[src/rtl/mdca_pkg.sv]
package mdca_pkg;

    typedef enum logic [2:0] {
        DS_RUN     = 3'd0,
        DS_RAMP    = 3'd1,
        DS_BRAKE   = 3'd2,
        DS_COAST   = 3'd3,
        DS_RESTART = 3'd4
    } drive_state_e;

    typedef enum logic [1:0] {
        BK_NONE    = 2'd0,
        BK_LOWSIDE = 2'd1,
        BK_ALIGN   = 2'd2
    } brake_kind_e;

    typedef struct packed {
        logic drvoff;
        logic dir;
        logic brake;
    } cmd_set_t;

    localparam int NUM_PINS = 3;
    localparam logic [NUM_PINS-1:0] PIN_RESET = 3'b010;

    function automatic logic [15:0] umin16(input logic [15:0] a, input logic [15:0] b);
        return (a < b) ? a : b;
    endfunction

endpackage

[src/rtl/pin_conditioner.sv]
module pin_conditioner #(
    parameter int   FLT_W   = 4,
    parameter logic RST_VAL = 1'b0
) (
    input  logic             clk,
    input  logic             rst,
    input  logic             pin_async,
    input  logic [FLT_W-1:0] filt_len,
    output logic             pin_clean
);
    logic             meta_q;
    logic             sync_q;
    logic             filt_q;
    logic [FLT_W-1:0] run_cnt;

    always_ff @(posedge clk) begin
        if (rst) begin
            meta_q <= RST_VAL;
            sync_q <= RST_VAL;
        end else begin
            meta_q <= pin_async;
            sync_q <= meta_q;
        end
    end

    always_ff @(posedge clk) begin
        if (rst) begin
            filt_q  <= RST_VAL;
            run_cnt <= '0;
        end else if (sync_q == filt_q) begin
            run_cnt <= '0;
        end else if (run_cnt == filt_len) begin
            filt_q  <= sync_q;
            run_cnt <= '0;
        end else begin
            run_cnt <= run_cnt + 1'b1;
        end
    end

    assign pin_clean = filt_q;


    filt_follow_chk: assert property (@(posedge clk) disable iff (rst)
        !$stable(filt_q) |-> (filt_q == $past(sync_q)));

endmodule

[src/rtl/cmd_select.sv]
module cmd_select
    import mdca_pkg::*;
(
    input  logic     brake_clean,
    input  logic     dir_clean,
    input  logic     drvoff_clean,
    input  logic     brake_ovr_en,
    input  logic     brake_ovr_val,
    input  logic     dir_ovr_en,
    input  logic     dir_ovr_val,
    output cmd_set_t eff
);
    always_comb begin
        eff.drvoff = drvoff_clean;
        eff.brake  = brake_ovr_en ? brake_ovr_val : brake_clean;
        eff.dir    = dir_ovr_en   ? dir_ovr_val   : dir_clean;
    end
endmodule

[src/rtl/speed_clamp.sv]
module speed_clamp
    import mdca_pkg::*;
#(
    parameter int SPD_W = 8
) (
    input  logic             clk,
    input  logic             rst,
    input  drive_state_e     state,
    input  logic [SPD_W-1:0] speed_req,
    input  logic [SPD_W-1:0] brake_thr,
    output logic [SPD_W-1:0] speed_target
);
    logic [15:0] lim;

    always_comb begin
        lim = umin16(16'(speed_req), 16'(brake_thr));
        case (state)
            DS_RUN:  speed_target = speed_req;
            DS_RAMP: speed_target = lim[SPD_W-1:0];
            default: speed_target = '0;
        endcase
    end


    ramp_clamp_chk: assert property (@(posedge clk) disable iff (rst)
        (state == DS_RAMP) |-> (speed_target <= brake_thr));

endmodule

[src/rtl/drive_fsm.sv]
module drive_fsm
    import mdca_pkg::*;
#(
    parameter int SPD_W = 8
) (
    input  logic             clk,
    input  logic             rst,
    input  cmd_set_t         eff,
    input  logic             brake_mode,
    input  logic [SPD_W-1:0] brake_thr,
    input  logic [SPD_W-1:0] speed_est,
    input  logic             seq_ack,
    output drive_state_e     state,
    output brake_kind_e      brake_kind,
    output logic             dir_fwd,
    output logic             restart_pulse,
    output logic             coast
);
    drive_state_e state_q, state_d;
    logic         start_req_q, start_req_d;
    logic         dir_q;
    logic         restart_q;
    logic         slow_enough;

    assign slow_enough = (speed_est <= brake_thr);

    always_comb begin
        state_d     = state_q;
        start_req_d = start_req_q;
        if (eff.drvoff) begin
            state_d     = DS_COAST;
            start_req_d = 1'b1;
        end else begin
            case (state_q)
                DS_COAST:   state_d = DS_RESTART;
                DS_RESTART: begin
                    if (seq_ack) begin
                        start_req_d = 1'b0;
                        state_d     = eff.brake ? DS_RAMP : DS_RUN;
                    end
                end
                DS_RUN:     if (eff.brake) state_d = DS_RAMP;
                DS_RAMP: begin
                    if (!eff.brake)       state_d = DS_RUN;
                    else if (slow_enough) state_d = DS_BRAKE;
                end
                DS_BRAKE: begin
                    if (!eff.brake) begin
                        state_d     = DS_RESTART;
                        start_req_d = 1'b1;
                    end
                end
                default:    state_d = DS_COAST;
            endcase
        end
    end

    always_ff @(posedge clk) begin
        if (rst) begin
            state_q     <= DS_COAST;
            start_req_q <= 1'b1;
            restart_q   <= 1'b0;
            dir_q       <= 1'b1;
        end else begin
            state_q     <= state_d;
            start_req_q <= start_req_d;
            restart_q   <= (state_d == DS_RESTART) && (state_q != DS_RESTART);
            if (state_q == DS_COAST || state_q == DS_RESTART)
                dir_q <= eff.dir;
        end
    end

    always_comb begin
        if (state_q == DS_BRAKE)
            brake_kind = brake_mode ? BK_ALIGN : BK_LOWSIDE;
        else
            brake_kind = BK_NONE;
    end

    assign state         = state_q;
    assign dir_fwd       = dir_q;
    assign restart_pulse = restart_q;
    assign coast         = (state_q == DS_COAST) || start_req_q;


    drvoff_coast_chk: assert property (@(posedge clk) disable iff (rst)
        eff.drvoff |=> (state_q == DS_COAST));


    restart_once_chk: assert property (@(posedge clk) disable iff (rst)
        restart_q |=> !restart_q);


    brake_entry_chk: assert property (@(posedge clk) disable iff (rst)
        (state_q == DS_BRAKE && $past(state_q) != DS_BRAKE)
        |-> ($past(state_q) == DS_RAMP && $past(speed_est) <= $past(brake_thr)));


    dir_hold_chk: assert property (@(posedge clk) disable iff (rst)
        (state_q == DS_RUN && $past(state_q) == DS_RUN) |-> $stable(dir_q));


    ack_clears_chk: assert property (@(posedge clk) disable iff (rst)
        (state_q == DS_RESTART && seq_ack && !eff.drvoff) |=> !coast);

endmodule

[src/rtl/drive_cmd_arbiter.sv]
module drive_cmd_arbiter
    import mdca_pkg::*;
#(
    parameter int SPD_W = 8,
    parameter int FLT_W = 4
) (
    input  logic             clk,
    input  logic             rst,
    input  logic             brake_pin,
    input  logic             dir_pin,
    input  logic             drvoff_pin,
    input  logic             brake_ovr_en,
    input  logic             brake_ovr_val,
    input  logic             dir_ovr_en,
    input  logic             dir_ovr_val,
    input  logic             brake_mode,
    input  logic [FLT_W-1:0] filt_len,
    input  logic [SPD_W-1:0] brake_thr,
    input  logic [SPD_W-1:0] speed_est,
    input  logic [SPD_W-1:0] speed_req,
    input  logic             seq_ack,
    output logic [SPD_W-1:0] speed_target,
    output logic [2:0]       drive_state,
    output logic [1:0]       brake_kind,
    output logic             dir_fwd,
    output logic             restart_pulse,
    output logic             coast
);
    logic [NUM_PINS-1:0] raw_pins;
    logic [NUM_PINS-1:0] clean_pins;
    cmd_set_t            eff;
    drive_state_e        state;
    brake_kind_e         kind;

    assign raw_pins = {drvoff_pin, dir_pin, brake_pin};

    for (genvar i = 0; i < NUM_PINS; i++) begin : g_pin
        pin_conditioner #(
            .FLT_W   (FLT_W),
            .RST_VAL (PIN_RESET[i])
        ) u_cond (
            .clk       (clk),
            .rst       (rst),
            .pin_async (raw_pins[i]),
            .filt_len  (filt_len),
            .pin_clean (clean_pins[i])
        );
    end

    cmd_select u_sel (
        .brake_clean   (clean_pins[0]),
        .dir_clean     (clean_pins[1]),
        .drvoff_clean  (clean_pins[2]),
        .brake_ovr_en  (brake_ovr_en),
        .brake_ovr_val (brake_ovr_val),
        .dir_ovr_en    (dir_ovr_en),
        .dir_ovr_val   (dir_ovr_val),
        .eff           (eff)
    );

    drive_fsm #(.SPD_W(SPD_W)) u_fsm (
        .clk           (clk),
        .rst           (rst),
        .eff           (eff),
        .brake_mode    (brake_mode),
        .brake_thr     (brake_thr),
        .speed_est     (speed_est),
        .seq_ack       (seq_ack),
        .state         (state),
        .brake_kind    (kind),
        .dir_fwd       (dir_fwd),
        .restart_pulse (restart_pulse),
        .coast         (coast)
    );

    speed_clamp #(.SPD_W(SPD_W)) u_clamp (
        .clk          (clk),
        .rst          (rst),
        .state        (state),
        .speed_req    (speed_req),
        .brake_thr    (brake_thr),
        .speed_target (speed_target)
    );

    assign drive_state = state;
    assign brake_kind  = kind;


    kind_state_chk: assert property (@(posedge clk) disable iff (rst)
        (drive_state != 3'd2) |-> (brake_kind == 2'd0));

endmodule

[config.mk]
export PLATFORM = sky130hd
export DESIGN_NAME = drive_cmd_arbiter
export DESIGN_NICKNAME = d
export VERILOG_FILES = /design/src/rtl/mdca_pkg.sv /design/src/rtl/pin_conditioner.sv /design/src/rtl/cmd_select.sv /design/src/rtl/speed_clamp.sv /design/src/rtl/drive_fsm.sv /design/src/rtl/drive_cmd_arbiter.sv
export SDC_FILE = /design/constraint.sdc
export NUM_CORES = 1
export LEC_CHECK = 0
export ABC_CLOCK_PERIOD_IN_PS = 1200
export BUFFER_PORTS_ARGS = -buffer_cell sky130_fd_sc_hd__buf_4
export CORE_MARGIN = 1.5
export CORE_UTILIZATION = 46
export DETAILED_ROUTE_END_ITERATION = 8
export PLACE_DENSITY = 0.79
export SYNTH_ARGS = -nofsm -noshare
export SYNTH_HDL_FRONTEND = slang
export SYNTH_SLANG_ARGS = --single-unit
[constraint.sdc]
create_clock -name clk -period 1.2 [get_ports clk]
set_clock_uncertainty 0.1 [all_clocks]
set_input_delay 0.06 -clock clk [delete_from_list [all_inputs] [get_ports clk]]
set_output_delay 0.06 -clock clk [all_outputs]
set_load 0.02 [all_outputs]
Word-level counts from Yosys, hierarchy flattened
Index checks and enable logic that the tools add are counted.

Register bits: 27. Latch bits: 0. Memory bits (writable): 0. Memory bits (read-only): 0. Input port bits: 39. Output and inout port bits: 16. Logic and storage cells: 68. Memories: 0.

Add/subtract/negate cells: 3. Multiply operators: 0. Divide/modulo/power cells: 0. Order comparisons: 2. Equality and inequality tests: 14. Shifts and indexed selects: 0. Mux-type cells: 17. Bitwise operators: 3. Reduce and logical (&&, ||, !) cells: 13.

Operators with widths (number): $mux 3 (6); $pmux 8 s2 (1); $pmux 3 s5 (1); $add 4x1->4 const B (3); $eq 4x4->1 (3); $reduce_or 3->1 (3); $le 8x8->1 (1); $lt 8x8->1 (1); $mux 8 (1); $eq 3x2->1 const B (2); $eq 3x3->1 const B (2); $reduce_and 2->1 (3); $mux 1 (5); $mux 2 (2); $ne 2x2->1 const B (2); $eq 1x1->1 (3); $eq 3x1->1 const B (1); $logic_not 3->1 (1); $ne 3x3->1 const B (1); $not 1->1 (3); $reduce_and 3->1 (1); $logic_or 1x1->1 (2); $pmux 1 s2 (1); $reduce_bool 2->1 (1); other kinds (2) (2).

Logic depth before layout (Yosys ltp)
Gate-level depths: netlist (run 1).

Depth after elaboration: 7. Mapped depth: 7. Mapped depth without buffers: 7.

Cells and area by module
A second synthesis (run 1) with hierarchy kept.

Cells, all modules: 199. Area, all modules: 1810.5 µm².

By module, submodules not included: pin_conditioner at g_pin[0].u_cond ... (times used 2, cells each 27, area an instance 304.0 µm², seq. area each 140.1 µm²); drive_fsm (times used 1, cells each 62, area an instance 523.0 µm², seq. area each 120.1 µm²); speed_clamp (times used 1, cells each 53, area an instance 342.8 µm², seq. area each 0.0 µm²); pin_conditioner at g_pin[1].u_cond (times used 1, cells each 27, area an instance 299.0 µm², seq. area each 140.1 µm²); cmd_select (times used 1, cells each 3, area an instance 37.5 µm², seq. area each 0.0 µm²).

Worst setup path before layout (run 1)
Ideal clock, no wire load.

Path type: register -> output. Start: reg u_fsm.state_q[0] (netlist: u_fsm.state[0]). End: out speed_target[0]. Arrival time: 1471 ps. Required time: 1040 ps. Slack: -431 ps. Stages on the path, launching flop included: 6. Path buffers: 1. Cells stage by stage: dfxtp_1 > buf_2 > inv_1 > nor2_1 > nand3_1 > a21boi_1.

Cells in the longest elaborated chain, start to end: 2. Elaborated cells on any way between the ends: 3. Those cells by class: 1 x eq/ne; 1 x mux; 1 x reduce/logical.

Ends and longest elaborated chain: start, declared (RTL line drive_fsm.sv:19) `drive_state_e state_q, state_d;`; start signal, assigned (RTL line drive_fsm.sv:65) `state_q <= state_d;`; $eq 3x1->1 / $logic_not 3->1 (equally long branches) (RTL line speed_clamp.sv:17) `case (state)`; $pmux 8 s2 (*) (RTL line speed_clamp.sv:17); end, declared (RTL line drive_cmd_arbiter.sv:22) `output logic [SPD_W-1:0] speed_target,`.

Every way passes the cells marked *; elsewhere a longest branch is shown, timed or not.

Worst setup path after layout (run 1)
Start: in brake_thr[7]. End: out speed_target[1].

Cells in the longest elaborated chain, start to end: 3.

Ends and longest elaborated chain: start, declared (RTL line drive_cmd_arbiter.sv:18) `input logic [SPD_W-1:0] brake_thr,`; $lt 8x8->1 (RTL line mdca_pkg.sv:27) `return (a < b) ? a : b;`; $mux 8 (RTL line mdca_pkg.sv:27); $pmux 8 s2 (RTL line speed_clamp.sv:17).

No other way between the ends.

==> metrics.cfg, run 1 <==
[critical_path]
rr_worst_depth = 5
critPathCaptureType = output pin
critPathLaunch = brake_thr[7]
crit_type = in -> out
cpMostUsedCell = buf_4
critical-path-max-stage-delay_ns = 0.25
cp_num_cells = 9
arrival_ns = 1.62
critPathMaxFanout = 8
crit_slowest_cell = and3_4
worst-path-buf-inv = 3
crit_path_start_kind = input pin
rr_startpoint = g_pin[0].u_cond.run_cnt[2]
cp_cell_sequence = buf_4, inv_1, ha_2, a211oi_2, and3_4, o21a_4, o21ai_2, a21boi_2, buf_4
crit_required_ns = 1.04
cp_top_family = compound AO/OA/AOI/OAI gates

[cells_and_area]
drive_gt1_frac = 0.689
syn_to_final_growth_pct = 95.5
seq_area_sq_um = 572
nets = 370
multi_input_area_sq_mm = 0.00159
layout.cells.non_filler = 358
n_antenna_cell = 0
fillCellCount = 64
final_core_util = 0.970
final_area_sq_mm = 0.00334

[sta]
drv_slew = 0
max_freq_mhz = 562
rsz0062_at_grt = yes
setup_slack_ns = -0.579
tightestPinTransition_ns = 0.443
hold_viol_final = 0
setup_viol = 34
finalWorstPathRequiredPeriod_ns = 1.78
slew_headroom = 0.702
fin_crit_sh = 1.48
holdWs_ns = 0.0419
setup_tns_ns = -8.79

[power]
irDropWorstVdd_uv = 1180
netSwitchingFraction = 0.383
power_frac_seq = 0.315
comb_power_share = 0.504
power.total_mw = 3.17
power.density_mw_per_mm2 = 950
leakage_nw = 1.39
switching_power_mw = 1.21
intPower_mw = 1.96
clock_power_share = 0.182

[routing]
detail_route.iter0.violations = 170
vias_per_cell = 6.42
vias = 2298
drt-pass1-iter-count = 5
drc = 0
ant_nets = 0
finalWirelength_microns = 9260
wl_per_cell_microns = 25.9

[logic_synthesis]
synthArstFlopShare = 0
syn_nets = 255
synth_top_area_frac = 0.316
ys_seq_area_frac = 0.316
synth-seq-cells = 27
synth_common_cells = 27 x dfxtp_1, 21 x nor2_1, 18 x ha_1, 15 x xor2_1, 14 x nand3_1
synth_edf_count = 0
synth.largest_area_cell = dfxtp_1
synth_area_sq_mm = 0.00171
ys_top_cells_by_area = dfxtp_1 32%, ha_1 13%, xor2_1 7.7%, nor2_1 4.6%, nand3_1 4.1%
yosysMostFrequentCell = dfxtp_1
synth_cell_types = 37
synth-main-ff-cell = dfxtp_1
syn_area_per_cell_sq_um = 8.63
synthCells = 198
yosys_warnings = 0

[place]
pre_cts_slack_ns = -0.379
dpl_cell_area_sq_mm = 0.00269
dp_cells = 334
portBuffers = 54
globalplace.congestion = 0.844
dpl.hpwl_microns = 3630

[grt]
grt_pass1_wl_microns = 10100
grtUsageTotal = 0.316
first_global_vias = 2138
antenna_found_initial = 0
grt_max_degree = 18
grt-ovfl-total = 0

[clock_tree]
cts.htree.levels = 1
cts_sinks = 27
clk_path_buf_depth = 2
cts_tree = done
numCtsBuffers = 3
clk_pin_slew_worst_paths_ns = 0.11
insertion_delay_ns = 0.29
clk_root_buffer_cell = clkbuf_8

[floorplan]
core-area_sq_mm = 0.00344
rows = 21
die_x_microns = 63.9
die_y_microns = 63.9
start_util = 0.496
die_area_sq_mm = 0.00409
pin_count = 55

[run]
maxCapViolations = 0

[status]
violations = setup timing
status = complete, but fails checks

[hold_path]
min_path_type = in -> reg
min-delay-start = rst
hold_depth = 3

[cell families (layout without fill, tap and decap cells)]
kind of cell             Yosys count  count (layout)  synth area share
AND/OR/NAND/NOR                   68              68             0.221
flip-flops                        27              27             0.316
buffers and inverters             17             131            0.0388
adder cells (fa/ha/maj)           18              18             0.132
multiplexers                       4               4            0.0234
XOR/XNOR                          21              21             0.108
AO/OA/AOI/OAI                     43              43             0.160
[worst min-delay path, cell delays in order]
cell	delay, ns
buf_4	0.13
or3_4	0.19
nor2_4	0.04
[routing by layer]
metal	up-vias	share of wire	track usage
li1	920	-	-
met1	1059	0.32	0.343
met2	208	0.48	0.583
met3	111	0.078	0.0669
met4	0	0.12	0.139
met5	-	0	0
[sequential cells by signal, indices dropped and copies added (netlist names)]
| name | flops |
|---|---|
| g_pin.u_cond.meta_q | 3 |
| g_pin.u_cond.pin_clean | 3 |
| g_pin.u_cond.run_cnt | 12 |
| g_pin.u_cond.sync_q | 3 |
| u_fsm.dir_fwd | 1 |
| u_fsm.restart_pulse | 1 |
| u_fsm.start_req_q | 1 |
| u_fsm.state | 3 |
[power by group through the flow]
stage / logic (mW) / clock network, mW / registers [mW]
after floorplan: 0.603 / 0 / 1.02
after global placement: 1.06 / 0 / 1.02
after detailed placement: 1.09 / 0 / 1.02
after CTS: 1.27 / 0.563 / 0.985
after global routing: 1.64 / 0.606 / 1.00
final: 1.60 / 0.576 / 0.998
[path summary, 6_finish.rpt]
check	endpoint	slack (ns)
max	speed_target[1]	-0.58
min	g_pin[0].u_cond.run_cnt[0]	0.04
max reg2reg	g_pin[0].u_cond.run_cnt[1]	-0.28
min reg2reg	g_pin[1].u_cond.sync_q	0.34
[area by class of cell]
class | instances | share of cell area
multi-input combinational | 154 | 0.476
sequential | 27 | 0.171
tap | 46 | 0.0172
clock buffer | 3 | 0.0124
inverter | 13 | 0.0229
timing repair buffer | 114 | 0.298
clock inverter | 1 | 0.00262
[layout by cell type (no fill, tap or decap), drive strengths merged, types with 2 or more instances in the layout]
cell / count
and3: 2
nand2b: 2
xnor2: 6
nor2b: 7
nor4: 4
nor2: 21
nand2: 4
dfxtp: 27
inv: 14
mux2i: 4
a21o: 2
o21a: 2
o21ai: 13
or3: 3
a21boi: 8
nand4: 4
a31oi: 2
or2: 4
a21oi: 8
ha: 18
buf: 108
clkbuf: 3
xor2: 15
nor3: 2
dlygate4sd3: 6
a211o: 2
nand3: 14
[timing repair]
action | CTS | global route
setup endpoints to repair | 32 | 33
endpoints found under the hold margin | 9 | 0
gates resized for setup | 41 | 51
pin swaps | 21 | 19
buffers inserted | 14 | 5
hold buffers | 6 | 0
Note: power is estimated with default switching activity, not from simulation.
==> inputs of run 2 (changes only) <==
- SETUP_SLACK_MARGIN: not set -> 0.1
==> run 2 against run 1 <==
  * The flow still finishes with violations (setup timing)
  * Largest power group unchanged
  * Global-route usage shrank 1.0 points
  * Utilization shrank 3.0 points
  * Final cell count shrank 3.1%
  * Die area is the same
  * Critical path depth shrank 4
  * Cell area shrank 3.1%
  * Non-clock buffer count shrank 11
==> metrics.cfg, run 2 (synthesis results as in run 1) <==
[clock_tree]
clk_root_buffer_cell = clkbuf_8
cts.htree.levels = 1
cts_tree = done
clk_pin_slew_worst_paths_ns = 0.11
insertion_delay_ns = 0.29
cts_sinks = 27
numCtsBuffers = 3
clk_path_buf_depth = 2

[critical_path]
critPathMaxFanout = 8
reg2reg_to = g_pin[0].u_cond.pin_clean
crit_required_ns = 1.04
cp_cell_sequence = inv_1, nor2_4, nand3_1, a21boi_2, buf_6
cp_top_family = simple AND/OR/NAND/NOR gates
rr_worst_depth = 4
critical-path-max-stage-delay_ns = 0.37
critPathLaunch = u_fsm.state[0]
rr_startpoint = g_pin[0].u_cond.run_cnt[1]
cp-endpoint = speed_target[1]
crit_type = reg -> out
critPathCaptureType = output pin
worst-path-buf-inv = 2
cp_num_cells = 5
crit_slowest_cell = dfxtp_2
crit_path_start_kind = flop
arrival_ns = 1.50
rrSetupSlack_ns = -0.34

[place]
portBuffers = 54
dpl.hpwl_microns = 3680
dp_cells = 330
globalplace.congestion = 0.854

[routing]
drt-pass1-iter-count = 6
vias_per_cell = 6.09
ant_nets = 0
detail_route.iter0.violations = 160
finalWirelength_microns = 7930
wl_per_cell_microns = 22.9
drc = 0
vias = 2114

[sta]
slew_headroom = 0.708
finalWorstPathRequiredPeriod_ns = 1.66
rsz0062_at_grt = yes
setup_viol = 34
max_freq_mhz = 602
hold_viol_final = 0
setup_tns_ns = -7.70
tightestPinTransition_ns = 0.438
drv_slew = 0
fin_crit_sh = 1.38
setup_slack_ns = -0.460
holdWs_ns = 0.0193

[cells_and_area]
fillCellCount = 100
largest_reg_flops = 12
nets = 359
layout.cells.non_filler = 347
syn_to_final_growth_pct = 89.4
final_cell_mix = 78 x buf_4, 14 x buf_6, 13 x nor2_1, 13 x dfxtp_2, 11 x dfxtp_1
final_common_cell = buf_4
n_antenna_cell = 0
drive_gt1_frac = 0.671
top_register = g_pin.u_cond.run_cnt

[run]
maxCapViolations = 0

[power]
power.density_mw_per_mm2 = 953
irDropWorstVdd_uv = 875
power.total_mw = 3.08
leakage_nw = 1.35

[floorplan]
start_util = 0.496
die_area_sq_mm = 0.00409
die_x_microns = 63.9
pin_count = 55
core-area_sq_mm = 0.00344
die_y_microns = 63.9
rows = 21

[status]
status = complete, but fails checks
violations = setup timing

[grt]
grt_pass1_wl_microns = 9580
grtUsageTotal = 0.306
grt-ovfl-total = 0
antenna_found_initial = 0
grt_max_degree = 18
first_global_vias = 2077

[hold_path]
min_path_type = in -> reg

[run 2: cell count changes in the layout (fill, tap and decap cells not counted), sizes merged]
cell / before / now
dlymetal6s4s: 0 / 1
dlygate4sd3: 6 / 4
buf: 108 / 98
[run 2: report_power, final]
| group | internal (mW) | total, mW | switching (mW) |
|---|---|---|---|
| logic | 0.729 | 1.49 | 0.762 |
| registers | 0.945 | 1.01 | 0.0687 |
| clock network | 0.245 | 0.579 | 0.334 |
| total | 1.92 | 3.08 | 1.16 |
[run 2: tightest hold or removal path, delay by kind of cell]
family / cells / cell delay (ns)
buffers and inverters: 1 / 0.12
AND/OR/NAND/NOR: 2 / 0.20
[run 2: final cells by class]
class / count / area, sq um / share of cell area
multi-input cells: 154 / 1600 / 0.495
clock inverters: 1 / 8.76 / 0.00271
flip-flops and latches: 27 / 568 / 0.176
inverters: 13 / 66.3 / 0.0205
repair buffers: 103 / 891 / 0.275
clock buffers: 3 / 41.3 / 0.0128
well taps: 46 / 57.6 / 0.0178
[run 2: what timing repair did]
action | in CTS | in global routing
setup buffers | 8 | 5
gates cloned | 0 | 0
endpoints found under the hold margin | 11 | 0
hold buffers | 5 | 0
pin swaps | 28 | 16
endpoints found under the setup margin | 34 | 35
gates resized for setup | 46 | 39
[run 2: how the worst min path moves through the flow]
stage                     slack (ns)  cells after the start  startpoint                         end
final                           0.02                      3         rst  g_pin[1].u_cond.run_cnt[1]
after global routing            0.01                      3     seq_ack           u_fsm.start_req_q
after CTS                      -0.01                      3         rst  g_pin[1].u_cond.run_cnt[1]
after detailed placement        0.16                      2     dir_pin      g_pin[1].u_cond.meta_q
after global placement          0.14                      2     dir_pin      g_pin[1].u_cond.meta_q
after floorplan                 0.06                      1     dir_pin      g_pin[1].u_cond.meta_q
[run 2: metrics by stage]
step                       util  area [sq um]  worst slack, ns
after floorplan               -          1960           -0.128
after global placement    0.777          2670           -0.359
after detailed placement  0.777          2670           -0.431
after CTS                 0.875          3010           -0.426
after global routing      0.940          3230           -0.487
final                     0.940          3230           -0.460
[run 2: per-layer routing]
| metal | wire [microns] | vias to the layer above | global-route usage |
|---|---|---|---|
| met2 | 3960 | 146 | 0.605 |
| met5 | 0 | - | 0 |
| met3 | 459 | 66 | 0.0440 |
| met4 | 553 | 0 | 0.109 |
| li1 | - | 898 | - |
| met1 | 2970 | 1004 | 0.320 |
==> inputs of run 3 (changes only) <==
- ABC_CLOCK_PERIOD_IN_PS: 1200 -> 1500
- SKIP_CTS_REPAIR_TIMING: not set -> 1
- clock period: 1.2 -> 1.5 ns (I/O delays scaled with it)
==> run 3 against run 2 <==
  * Hold slack improved by 0.17 ns
  * Sequential power fell by 21%
  * The flow still finishes with violations (setup timing)
  * First-iteration DRC count fell by 46%
  * Die area did not move
==> metrics.cfg, run 3 (synthesis results as in run 1) <==
[clock_tree]
insertion_delay_ns = 0.28
cts_tree = done
clk_pin_slew_worst_paths_ns = 0.09
cts_sinks = 27
clk_path_buf_depth = 2
cts.htree.levels = 1
numCtsBuffers = 3
clk_root_buffer_cell = clkbuf_8

[routing]
drt-pass1-iter-count = 4
vias = 1724
ant_nets = 0
detail_route.iter0.violations = 86
vias_per_cell = 5.29
drc = 0
wl_per_cell_microns = 14.5
finalWirelength_microns = 4710

[critical_path]
crit_path_start_kind = input pin
worst-path-buf-inv = 3
critPathCaptureType = output pin
arrival_ns = 1.46
crit_type = in -> out
critPathMaxFanout = 8
cp_cell_sequence = buf_8, inv_6, ha_4, a21o_1, a31oi_4, o21a_4, o21ai_2, a21boi_2, buf_6
critPathLaunch = brake_thr[2]
crit_required_ns = 1.32
critical-path-max-stage-delay_ns = 0.25
crit_slowest_cell = o21a_4
rr_startpoint = g_pin[1].u_cond.run_cnt[3]
cp_top_family = compound AO/OA/AOI/OAI gates

[sta]
holdWs_ns = 0.191
tightestPinTransition_ns = 0.407
hold_viol_final = 0
slew_headroom = 0.721
rsz0062_at_grt = yes
setup_slack_ns = -0.132
finalWorstPathRequiredPeriod_ns = 1.63
setup_viol = 8
drv_slew = 0
max_freq_mhz = 613
fin_crit_sh = 1.09

[cells_and_area]
n_antenna_cell = 0
drive_gt1_frac = 0.521
final_cell_mix = 67 x buf_4, 16 x nor2_1, 14 x nand3_1, 14 x ha_1, 12 x dfxtp_1
syn_to_final_growth_pct = 63.2
final_common_cell = buf_4
nets = 338
top_register = g_pin.u_cond.run_cnt
largest_reg_flops = 12
layout.cells.non_filler = 326

[place]
pre_cts_slack_ns = -0.114
portBuffers = 54
dp_cells = 312
globalplace.congestion = 0.824
dpl.hpwl_microns = 3190

[hold_path]
min_path_type = in -> reg
min-delay-start = dir_ovr_val

[grt]
grt_pass1_wl_microns = 6430
grt-ovfl-total = 0
first_global_vias = 1530
grt_max_degree = 17
antenna_found_initial = 0
grtUsageTotal = 0.196

[floorplan]
pin_count = 55
rows = 21
die_x_microns = 63.9
start_util = 0.496
die_y_microns = 63.9
die_area_sq_mm = 0.00409
core-area_sq_mm = 0.00344

[power]
irDropWorstVdd_uv = 848
power.total_mw = 2.09
leakage_nw = 1.19
power.density_mw_per_mm2 = 749

[status]
status = complete, but fails checks
violations = setup timing

[run]
maxCapViolations = 0

==> run 3: worst min-delay path: stages <==
cell	delay [ns]
buf_4	0.07
mux2i_1	0.08
nand3_1	0.09
o221ai_1	0.13
nand2b_1	0.10
==> run 3: final timing paths <==
| path | to | slack, ns | cells past startpoint |
|---|---|---|---|
| worst max-delay path | speed_target[2] | -0.13 | 9 |
| worst min-delay path | u_fsm.dir_fwd | 0.19 | 5 |
| worst max register to register | g_pin[1].u_cond.run_cnt[0] | 0.12 | 5 |
| worst min register to register | g_pin[1].u_cond.sync_q | 0.32 | 1 |
==> run 3: area by class of cell <==
cell class	count	area (sq um)
Inverter	13	56.3
Clock buffer	3	41.3
Multi-Input combinational cell	154	1380
Tap cell	46	57.6
Clock inverter	1	7.51
Timing Repair Buffer	82	676
Fill cell	215	654
Sequential cell	27	569
==> run 3: through the flow <==
| stage | area (sq um) | utilization | setup TNS [ns] |
|---|---|---|---|
| 3_5_place_dp | 2430 | 0.705 | -0.613 |
| 4_1_cts | 2480 | 0.719 | -1.04 |
| 5_1_grt | 2790 | 0.810 | -1.24 |
| 6_report | 2790 | 0.810 | -0.747 |
| 3_3_place_gp | 2430 | 0.705 | -0.478 |
| 2_1_floorplan | 1840 | - | 0 |
==> run 3: power by group <==
group          internal [mW]  leakage [nW]  switching (mW)
sequential             0.754         0.228          0.0468
combinational          0.436         0.939           0.428
clock                  0.189        0.0217           0.235
total                   1.38          1.19           0.709
==> run 3: per-layer routing <==
layer	vias up	GRT usage	wire length [microns]
met5	-	0	0
met4	0	0.0245	19
met3	4	0.0423	166
met2	45	0.342	2420
met1	824	0.252	2100
li1	851	-	-
